## src/rtl/sot_pkg.sv

```systemverilog
package sot_pkg;

  // Preset increment with wrap to zero (timer off) beyond the limit.
  function automatic int unsigned wrap_inc(input int unsigned cur, input int unsigned lim);
    return (cur >= lim) ? 0 : cur + 1;
  endfunction

  // Whole steps needed to cover a remaining time, rounded up.
  function automatic int unsigned ceil_steps(input int unsigned minutes, input int unsigned step_len);
    return (minutes + step_len - 1) / step_len;
  endfunction

  // Counter width for a modulus of at least 2.
  function automatic int unsigned cnt_width(input int unsigned modulus);
    return (modulus > 1) ? $clog2(modulus) : 1;
  endfunction

endpackage

```

## src/rtl/sot_preset.sv

```systemverilog
module sot_preset #(
  parameter int unsigned MAX_STEPS = 9,
  localparam int unsigned SW = $clog2(MAX_STEPS + 1)
) (
  input  logic          clk,
  input  logic          rst_n,
  input  logic          press_i,
  input  logic          lock_i,
  output logic          load_o,
  output logic [SW-1:0] steps_nxt_o
);
  logic [SW-1:0] steps_q;

  assign load_o      = press_i && !lock_i;
  assign steps_nxt_o = SW'(sot_pkg::wrap_inc(32'(steps_q), MAX_STEPS));

  always_ff @(posedge clk) begin
    if (!rst_n)      steps_q <= '0;
    else if (load_o) steps_q <= steps_nxt_o;
  end
endmodule

```

## src/rtl/sot_minute_base.sv

```systemverilog
module sot_minute_base #(
  parameter int unsigned TICKS_PER_MIN = 240,
  localparam int unsigned CW = sot_pkg::cnt_width(TICKS_PER_MIN)
) (
  input  logic clk,
  input  logic rst_n,
  input  logic tick_i,
  input  logic clear_i,
  input  logic run_i,
  output logic min_stb_o
);
  logic [CW-1:0] cnt_q;
  logic          at_end;

  assign at_end    = (cnt_q == CW'(TICKS_PER_MIN - 1));
  assign min_stb_o = tick_i && run_i && !clear_i && at_end;

  always_ff @(posedge clk) begin
    if (!rst_n || clear_i || !run_i) cnt_q <= '0;
    else if (tick_i)                 cnt_q <= at_end ? '0 : cnt_q + 1'b1;
  end
endmodule

```

## src/rtl/sot_countdown.sv

```systemverilog
module sot_countdown #(
  parameter int unsigned MAX_STEPS = 9,
  parameter int unsigned STEP_MIN  = 30,
  localparam int unsigned SW = $clog2(MAX_STEPS + 1),
  localparam int unsigned MW = $clog2(MAX_STEPS * STEP_MIN + 1)
) (
  input  logic          clk,
  input  logic          rst_n,
  input  logic          load_i,
  input  logic [SW-1:0] load_steps_i,
  input  logic          min_stb_i,
  output logic          run_o,
  output logic          expire_o,
  output logic          done_o,
  output logic          pulse_o,
  output logic [SW-1:0] shown_o
);
  logic [MW-1:0] rem_q;

  assign run_o    = (rem_q != '0) && !done_o;
  assign expire_o = min_stb_i && (rem_q == MW'(1));
  assign shown_o  = SW'(sot_pkg::ceil_steps(32'(rem_q), STEP_MIN));

  always_ff @(posedge clk) begin
    if (!rst_n) begin
      rem_q   <= '0;
      done_o  <= 1'b0;
      pulse_o <= 1'b0;
    end else begin
      pulse_o <= expire_o;
      if (expire_o) done_o <= 1'b1;
      if (load_i)         rem_q <= MW'(32'(load_steps_i) * STEP_MIN);
      else if (min_stb_i) rem_q <= rem_q - 1'b1;
    end
  end
endmodule

```

## src/rtl/sot_blink.sv

```systemverilog
module sot_blink #(
  parameter int unsigned BLINK_TICKS = 2,
  localparam int unsigned BW = sot_pkg::cnt_width(BLINK_TICKS)
) (
  input  logic clk,
  input  logic rst_n,
  input  logic tick_i,
  input  logic expire_i,
  input  logic done_i,
  output logic led_o
);
  logic [BW-1:0] cnt_q;

  always_ff @(posedge clk) begin
    if (!rst_n) begin
      led_o <= 1'b1;
      cnt_q <= '0;
    end else if (expire_i) begin
      led_o <= 1'b0;
      cnt_q <= '0;
    end else if (done_i && tick_i) begin
      if (cnt_q == BW'(BLINK_TICKS - 1)) begin
        cnt_q <= '0;
        led_o <= !led_o;
      end else begin
        cnt_q <= cnt_q + 1'b1;
      end
    end
  end
endmodule

```

## src/rtl/stepped_off_timer.sv

```systemverilog
module stepped_off_timer #(
  parameter int unsigned TICKS_PER_MIN = 240,
  parameter int unsigned STEP_MIN      = 30,
  parameter int unsigned MAX_STEPS     = 9,
  parameter int unsigned BLINK_TICKS   = 2
) (
  input  logic clk,
  input  logic rst_n,
  input  logic tick_i,
  input  logic press_i,
  output logic [$clog2(MAX_STEPS+1)-1:0] steps_shown_o,
  output logic shutdown_o,
  output logic shutdown_pulse_o,
  output logic status_led_o
);
  localparam int unsigned SW = $clog2(MAX_STEPS + 1);

  // Named internal events, also observed by the checker.
  logic          load_w;
  logic [SW-1:0] load_steps_w;
  logic          min_stb_w;
  logic          expire_w;
  logic          run_w;

  sot_preset #(.MAX_STEPS(MAX_STEPS)) u_preset (
    .clk(clk), .rst_n(rst_n), .press_i(press_i), .lock_i(shutdown_o),
    .load_o(load_w), .steps_nxt_o(load_steps_w)
  );

  sot_minute_base #(.TICKS_PER_MIN(TICKS_PER_MIN)) u_base (
    .clk(clk), .rst_n(rst_n), .tick_i(tick_i), .clear_i(load_w),
    .run_i(run_w), .min_stb_o(min_stb_w)
  );

  sot_countdown #(.MAX_STEPS(MAX_STEPS), .STEP_MIN(STEP_MIN)) u_count (
    .clk(clk), .rst_n(rst_n), .load_i(load_w), .load_steps_i(load_steps_w),
    .min_stb_i(min_stb_w), .run_o(run_w), .expire_o(expire_w),
    .done_o(shutdown_o), .pulse_o(shutdown_pulse_o), .shown_o(steps_shown_o)
  );

  sot_blink #(.BLINK_TICKS(BLINK_TICKS)) u_blink (
    .clk(clk), .rst_n(rst_n), .tick_i(tick_i), .expire_i(expire_w),
    .done_i(shutdown_o), .led_o(status_led_o)
  );
endmodule

```

## config.mk

```make
export PLATFORM = sky130hd
export DESIGN_NAME = stepped_off_timer
export DESIGN_NICKNAME = d
export VERILOG_FILES = /design/src/rtl/sot_pkg.sv /design/src/rtl/sot_preset.sv /design/src/rtl/sot_minute_base.sv /design/src/rtl/sot_countdown.sv /design/src/rtl/sot_blink.sv /design/src/rtl/stepped_off_timer.sv
export SDC_FILE = /design/constraint.sdc
export NUM_CORES = 1
export LEC_CHECK = 0
export CAP_MARGIN = 5
export CORE_AREA = 5 5 88 90
export CTS_BUF_LIST = sky130_fd_sc_hd__clkbuf_16
export CTS_CLUSTER_DIAMETER = 40
export DETAILED_ROUTE_END_ITERATION = 12
export DIE_AREA = 0 0 93 95
export SYNTH_ARGS = -nofsm -noshare
export SYNTH_HDL_FRONTEND = slang
export SYNTH_SLANG_ARGS = --single-unit
```

## constraint.sdc

```tcl
create_clock -name clk -period 11.63 [get_ports clk]
set_input_delay 2.9075 -clock clk [delete_from_list [all_inputs] [get_ports clk]]
set_output_delay 2.9075 -clock clk [all_outputs]
set_load 0.005 [all_outputs]
```

Word-level counts from Yosys, hierarchy flattened:

Index checks and enable logic that the tools add are counted.

* flip-flop bits (word level): 25
* input port bits: 4
* output and inout port bits: 7

* mux-type cells: 8
* equal/unequal tests: 2
* reduce and logical (&&, ||, !) cells: 21
* order comparisons: 1
* multiply operators: 1
* add/subtract/negate cells: 6
* bitwise gates (word level): 1
* div/mod/pow operators: 1

Operators with widths (number)
* 32-bit by 5-bit divider with 32-bit output, second input constant: 1
* 32-bit by 1-bit subtractor with 32-bit output, second input constant: 1
* 9-bit two-way mux: 2
* 9-bit by 5-bit adder with 10-bit output, second input constant: 1
* 9-bit by 1-bit == test with 1-bit output, second input constant: 1
* 9-bit nonzero test: 1
* 9-bit by 1-bit subtractor with 9-bit output, second input constant: 1
* 8-bit by 1-bit adder with 8-bit output, second input constant: 1
* 8-bit == test, second input constant: 1
* 4-bit by 4-bit multiplier with 8-bit output, second input constant: 1
* 8-bit two-way mux: 1
* 1-bit logical AND: 7
* 2-bit nonzero test: 3
* 1-bit logical NOT: 5
* 4-bit by 1-bit adder with 4-bit output, second input constant: 1
* 4-bit >= comparator, second input constant: 1
* 1-bit two-way mux: 4
* 4-bit two-way mux: 1
* 2-bit OR reduction: 2
* 1-bit logical OR: 2
* 2-bit AND reduction: 1
* 1-bit adder, second input constant: 1
* 1-bit NOT: 1

Longest topological paths before layout:

Gate-level depths: netlist of the first run.

* word-level depth: 8
* mapped depth: 19
* gate-level depth less buffers: 19

Hierarchy:

Synthesis of the first run repeated with hierarchy kept, for this count alone.

* cell total of the unflattened synthesis: 334
* area total of the unflattened synthesis: 2803.9 µm²

By module, submodules not included
* sot_countdown: cells an instance 250, instances 1, area each 2077.0 µm²
* sot_minute_base: cells an instance 44, instances 1, area each 379.1 µm²
* sot_preset: cells an instance 32, instances 1, area each 264.0 µm²
* sot_blink: cells an instance 8, instances 1, area each 83.8 µm²

Worst setup path after synthesis of the first run:

No wires, ideal clock.

* kind: register -> output
* from: reg u_count.rem_q[1]
* to: out steps_shown_o[0]
* slack: 4.144 ns
* arrival: 4.579 ns
* required time: 8.722 ns
* stages on the path, launching flop included: 18
* path through: dfxtp_1 inv_1 ha_1 or3b_1 a311oi_4 o211ai_4 nor3_1 ha_1 a2111oi_2 a21oi_1 and3_4 nor4b_4 mux2i_2 xnor2_2 or4b_1 o22ai_2 nand2_1 mux2_2

* word-level cells in the longest chain between the ends: 3

RTL lines
* start, declared: line sot_countdown.sv:18 `logic [MW-1:0] rem_q;`
* start signal, assigned: line sot_countdown.sv:32 `if (load_i) rem_q <= MW'(32'(load_steps_i) * STEP_MIN);`
* start signal, assigned: line sot_countdown.sv:33 `else if (min_stb_i) rem_q <= rem_q - 1'b1;`
* 9-bit by 5-bit adder with 10-bit output: line sot_pkg.sv:10 `return (minutes + step_len - 1) / step_len;`
* 32-bit by 1-bit subtractor with 32-bit output: line sot_pkg.sv:10
* 32-bit by 5-bit divider with 32-bit output: line sot_pkg.sv:10
* end, declared: line stepped_off_timer.sv:11 `output logic [$clog2(MAX_STEPS+1)-1:0] steps_shown_o,`

Every way passes these cells.

Final worst setup path of the first run:

Ends and elaborated chain as after synthesis.

==> impl_metrics.csv, run 1 <==
group,metric,value,unit
grt,antenna_found_initial,0,
finish,fillCellCount,712,
clock_tree,clockRootBuffer,"clkbuf_16",
critical_path,crit_top_cell,"ha_1",
critical_path,crit_buf_inv,2,
detailed_routing,drtPass1Iterations,4,
grt,grt_max_degree,17,
synthesis,ys_types,76,
critical_path,worstSetupEndpointType,"primary output",
synthesis,synth_area_per_cell,8.302,sq um
pwr,p_leak,1.077,nW
finish,area_growth,9.384,%
grt,met1_usage,16.85,%
worst_hold_path,hold_class,"reg -> reg",
finish,drive_above_1_share,8.951,%
finish,nets,358,
timing,hold_viol_final,0,
synthesis,netlist.area_leader.share,18.96,%
synthesis,ys_warn_count,0,
timing,tns,0,ns
critical_path,critPathMaxStageDelay,0.53,ns
timing,finalCritPeriodShare,74.68,%
job,maxCapViolCount,0,
detailed_routing,routed_wl,5321,um
grt,top_usage_layer,"met2",
pwr,p_seq_share,30.6,%
finish,design_area,0.002888,sq mm
pwr,p_per_area,114.8,mW/mm^2
synthesis,synth_cells,318,
timing,skew,0.002684,ns
pwr,total_power,0.3317,mW
synthesis,syn-num-nets,351,
clock_tree,post_cts_buffers,0,
grt,grt_pass1_vias,2047,
detailed_routing,wl_per_cell,13.11,um
critical_path,worst-setup-path-type,"reg -> out",
clock_tree,htree_levels,1,
outcome,status,"finished, final reports clean",
synthesis,yosysMostFrequentCell,"nor2_1",
timing,setup_viol,0,
clock_tree,cts_buffers,3,
synthesis,async_flop_share,0,%
synthesis,synth_area_leaders,"dfxtp_1 19%, ha_1 11%, nor2_1 5.8%",
pwr,intPower,0.2060,mW
synthesis,yosys.area.top_type,"dfxtp_1",
pwr,vdd_drop_max,0.08507,mV
synthesis,synth_edf_count,0,
clock_tree,worstSkewPairLatency,0.26,ns
grt,track_usage,12.31,%
grt,grtUsageMet3,1.116,%
grt,gr-total-overflow,0,
pwr,combPwrFrac,46.2,%
floorplanning,rows,31,
synthesis,ys_seq_elements,25,
detailed_routing,drcViolationCount,0,
synthesis,seq_area_frac_synth,18.96,%
grt,grt_pass1_wl,9197,um
finish,stdcell_count,406,
timing,min_period,8.686,ns
detailed_routing,routed_via_density,5.485,
synthesis,synthTopCellsByCount,"41 x nor2_1, 25 x dfxtp_1, 25 x nand2_1",
grt,gr-usage-met2,20.76,%
floorplanning,pin_count,11,
pwr,p_switching,0.1256,mW
timing,relSlewSlack,37.60,%
finish,diodes,0,
pwr,clockPowerShare,23.2,%
clock_tree,post_cts_resized,0,
place,placed_area,0.002805,sq mm
clock_tree,clock_path_buffers,2,
timing,clock.fmax,115.1,MHz
floorplanning,die_height,95,um
place,gp_congestion,0.8047,
detailed_routing,postRouteAntennaNets,0,
floorplanning,initial_utilization,37.81,%
clock_tree,path_clk_slew,0.06,ns
detailed_routing,vias,2227,
critical_path,crit_family,"simple AND/OR/NAND/NOR gates",
floorplanning,die_width,93,um
place,dp_hpwl,4161,um
detailed_routing,first_iter_violations,94,
clock_tree,clock_sinks,25,
critical_path,start_kind,"flip-flop",
clock_tree,holdBufCountCts,0,
floorplanning,dieArea,0.008835,sq mm
critical_path,cp_cell_sequence,"inv_1 > ha_1 > or3b_1 > a311oi_4 > o211ai_4 > nor3_1 > ha_1 > a2111oi_2 > a21oi_1 > and3_4 > nor4b_4 > mux2i_2 > nor3_2 > or4b_1 > o22ai_2 > o311a_1 > mux2_2 > clkdlybuf4s50_1",
critical_path,worstPathArrival,5.78,ns
synthesis,syn_area,0.002640,sq mm
floorplanning,core,0.006982,sq mm
critical_path,path_max_fanout,9,
timing,report.final.slew_viol_count,0,
timing,rsz0062_at_grt,"false",
critical_path,slowest_stage,"or4b_1",
clock_tree,cts_tree,"built",
critical_path,required,8.72,ns
timing,worstMarginPinSlew,0.9293,ns
place,io_buffers,10,
pwr,swShare,37.88,%
place,place_inst,402,
synthesis,synthFlopType,"dfxtp_1",
sequential cells by signal, indices dropped and copies added, names as in the netlist:
signal / count
u_blink.led_o: 1
u_count.rem_q: 9
u_count.pulse_o: 1
u_blink.cnt_q: 1
u_base.cnt_q: 8
u_count.done_o: 1
u_preset.steps_q: 4
final timing paths:
path | start | endpoint | slack, ns | depth (start not counted)
min | u_preset.steps_q[3] | u_preset.steps_q[3] | 0.50 | 2
max reg2reg | u_preset.steps_q[0] | u_count.rem_q[8] | 7.73 | 15
max | u_count.rem_q[1] | steps_shown_o[0] | 2.94 | 18
min reg2reg | u_preset.steps_q[3] | u_preset.steps_q[3] | 0.50 | 2
per-layer routing:
| layer | vias up | wire (um) |
|---|---|---|
| met5 | - | 0 |
| met3 | 4 | 104 |
| li1 | 1163 | - |
| met1 | 1029 | 2687 |
| met2 | 31 | 2481 |
| met4 | 0 | 48 |
power groups by stage:
stage | sequential [mW] | clock (mW) | combinational, mW
6_report | 0.102 | 0.0769 | 0.153
5_1_grt | 0.103 | 0.0824 | 0.171
4_1_cts | 0.101 | 0.0804 | 0.154
3_5_place_dp | 0.103 | 0 | 0.152
3_3_place_gp | 0.103 | 0 | 0.152
2_1_floorplan | 0.0955 | 0 | 0.126
cell usage in the layout (no fill, tap or decap), drive strengths merged, types with 6 or more instances in the layout:
| cell type | synthesis | routed |
|---|---|---|
| nor2 | 41 | 41 |
| nand2 | 26 | 26 |
| dfxtp | 25 | 25 |
| ha | 24 | 24 |
| a21oi | 23 | 23 |
| xnor2 | 16 | 16 |
| inv | 14 | 14 |
| xor2 | 12 | 12 |
| nor3 | 11 | 11 |
| clkdlybuf4s50 | 0 | 10 |
| nand3 | 8 | 8 |
| o21ai | 8 | 8 |
| o211ai | 8 | 8 |
| nor2b | 6 | 6 |
| and3 | 6 | 6 |
area by class of cell:
type | count | area [sq um] | share of cell area [%]
repair buffers | 11 | 107.6 | 3.726
clock inverters | 1 | 7.507 | 0.2600
inverters | 14 | 52.55 | 1.820
well taps | 82 | 102.6 | 3.553
multi-input cells | 270 | 2042 | 70.71
clock buffers | 3 | 75.07 | 2.600
flip-flops and latches | 25 | 500.5 | 17.33
worst reg2reg max path, cell delays in order, from the launching register on:
cell and delay (ns):
dfxtp_1 0.37, inv_1 0.08, ha_1 0.14, inv_1 0.04, o31a_1 0.33, nor2_1 0.50
fa_1 0.57, fa_1 0.49, ha_1 0.30, a21o_1 0.15, a21oi_1 0.22, o21bai_1 0.09
a21oi_1 0.17, xnor2_1 0.14, a21oi_1 0.09, a21oi_1 0.16
metrics by stage:
stage / hold slack [ns] / util (%) / setup WS [ns]
after floorplan: 0.4492 / - / 4.144
after global placement: 0.4731 / 40.18 / 3.308
after detailed placement: 0.4762 / 40.18 / 3.195
after CTS: 0.4862 / 41.36 / 2.913
after global routing: 0.5174 / 41.36 / 2.476
final: 0.4952 / 41.36 / 2.944
kinds of logic (layout without fill, tap and decap cells):
logic type | count (synthesis) | after routing | share of synthesized area [%]
flip-flops | 25 | 25 | 18.96
adder cells (fa/ha/maj) | 29 | 29 | 15.17
multiplexers | 5 | 5 | 2.559
buffers and inverters | 23 | 29 | 3.744
AO/OA/AOI/OAI | 82 | 82 | 24.65
XOR/XNOR | 28 | 28 | 10.14
AND/OR/NAND/NOR | 126 | 126 | 24.79
Note: power is estimated with default switching activity, not from simulation.
==> inputs of run 2 (changes only) <==
- clock period: 11.63 -> 8.3 ns (I/O delays scaled with it)
==> run 2 against run 1 <==
Effect of this change:
- combinational power grew 39%
- sequential cell count unchanged
- register-to-register slack worse by 3.4 ns
- hold slack is essentially flat
- largest cell class unchanged
- largest power group unchanged
- die area stayed put
==> impl_metrics.csv, run 2 (synthesized netlist as in run 1, its figures left out) <==
group,metric,value,unit
detailed_routing,first_iter_violations,129,
pwr,total_power,0.4642,mW
grt,grt_pass1_vias,2026,
floorplanning,initial_utilization,37.81,%
place,dp_hpwl,4146,um
critical_path,required,6.23,ns
timing,min_period,7.830,ns
outcome,status,"finished, final reports clean",
grt,track_usage,12.06,%
timing,relSlewSlack,38.26,%
timing,worstMarginPinSlew,0.9195,ns
place,io_buffers,10,
detailed_routing,routed_via_density,5.515,
place,gp_congestion,0.8047,
finish,stdcell_count,406,
finish,drive_above_1_share,8.951,%
timing,setup_viol,0,
detailed_routing,drcViolationCount,0,
finish,largest_reg_flops,9,
place,place_inst,402,
timing,skew,0.003005,ns
finish,diodes,0,
timing,clock.fmax,127.7,MHz
clock_tree,htree_levels,1,
clock_tree,clockRootBuffer,"clkbuf_16",
timing,whs,0.4951,ns
critical_path,worstPathArrival,5.75,ns
finish,final_cell_mix,"41 x nor2_1, 25 x nand2_1, 25 x dfxtp_1, 24 x ha_1, 21 x a21oi_1",
pwr,vdd_drop_max,0.1133,mV
finish,area_growth,9.716,%
floorplanning,rows,31,
detailed_routing,routed_wl,5339,um
timing,rsz0062_at_grt,"false",
clock_tree,post_cts_buffers,0,
grt,antenna_found_initial,0,
critical_path,start_kind,"flip-flop",
clock_tree,clock_sinks,25,
timing,tns,0,ns
critical_path,worst-setup-path-type,"reg -> out",
timing,finalCritPeriodShare,94.33,%
finish,final_common_cell,"nor2_1",
grt,grt_max_degree,17,
critical_path,worstSetupEndpointType,"primary output",
clock_tree,cts_tree,"built",
timing,hold_viol_final,0,
critical_path,rrSetupSlack,4.38,ns
clock_tree,cts_buffers,3,
clock_tree,path_clk_slew,0.07,ns
pwr,p_per_area,160.3,mW/mm^2
floorplanning,pin_count,11,
finish,reg_top3,"u_count.rem_q (9), u_base.cnt_q (8), u_preset.steps_q (4)",
job,maxCapViolCount,0,
floorplanning,die_width,93,um
finish,largest_register,"u_count.rem_q",
grt,gr-total-overflow,0,
detailed_routing,drtPass1Iterations,4,
detailed_routing,postRouteAntennaNets,0,
floorplanning,dieArea,0.008835,sq mm
floorplanning,core,0.006982,sq mm
grt,grt_pass1_wl,9045,um
detailed_routing,vias,2239,
finish,nets,358,
floorplanning,die_height,95,um
clock_tree,worstSkewPairLatency,0.26,ns
detailed_routing,wl_per_cell,13.15,um
pwr,p_leak,1.079,nW
critical_path,path_max_fanout,9,
clock_tree,clock_path_buffers,2,
worst_hold_path,hold_class,"reg -> reg",
timing,report.final.slew_viol_count,0,
run 2: changes by cell type in the layout (fill, tap and decap cells not counted):
cell,delta
mux2i_2,-1
mux2i_4,+1
run 2: stage by stage:
stage / instance area [sq um] / util, % / setup WS, ns
2_1_floorplan: 2640 / - / 1.646
3_3_place_gp: 2805 / 40.18 / 0.8101
3_5_place_dp: 2805 / 40.18 / 0.7005
4_1_cts: 2888 / 41.36 / 0.4097
5_1_grt: 2897 / 41.49 / 0.02225
6_report: 2897 / 41.49 / 0.4705
run 2: final timing paths:
kind                       start                  end  depth (start not counted)
max reg2reg  u_preset.steps_q[0]     u_count.rem_q[8]                         15
min reg2reg  u_preset.steps_q[3]  u_preset.steps_q[3]                          2
min          u_preset.steps_q[3]  u_preset.steps_q[3]                          2
max             u_count.rem_q[1]     steps_shown_o[0]                         18
run 2: cell type report:
class,count,area (sq um)
Fill cell,701,4085
Multi-Input combinational cell,270,2051
Sequential cell,25,500.5
Timing Repair Buffer,11,107.6
Tap cell,82,102.6
Clock buffer,3,75.07
Inverter,14,52.55
Clock inverter,1,7.507
run 2: report_power, final:
group	total (mW)	internal [mW]	switching (mW)
logic	0.213	0.0978	0.115
registers	0.142	0.125	0.0166
clock network	0.109	0.0654	0.0441
run 2: worst max-delay path: stages (launching register included):
cell and delay [ns]:
dfxtp_1 0.53, inv_1 0.19, ha_1 0.30, xnor2_1 0.30
and2_1 0.28, o211ai_4 0.14, nor3_1 0.17, ha_1 0.34
a2111oi_2 0.43, a21oi_1 0.12, and3_4 0.19, nor4b_4 0.40
mux2i_4 0.43, nor3_2 0.11, or4b_1 0.53, o22ai_2 0.21
o311a_1 0.19, mux2_2 0.14, clkdlybuf4s50_1 0.49
run 2: routing by layer:
metal  global-route usage (%)  part of all wire (%)  vias up  routed length, um
met4                    2.076                  0.51        0                 27
li1                         -                     -     1164                  -
met3                    1.036                   2.1        2                111
met1                    16.42                    49     1036               2631
met2                    21.06                    48       37               2569
met5                        0                     0        -                  0
run 2: timing repair:
action | 4_1_cts | 5_1_grt
setup endpoints to repair | 0 | 1
gates resized for setup | 0 | 1
hold buffers | 0 | 0
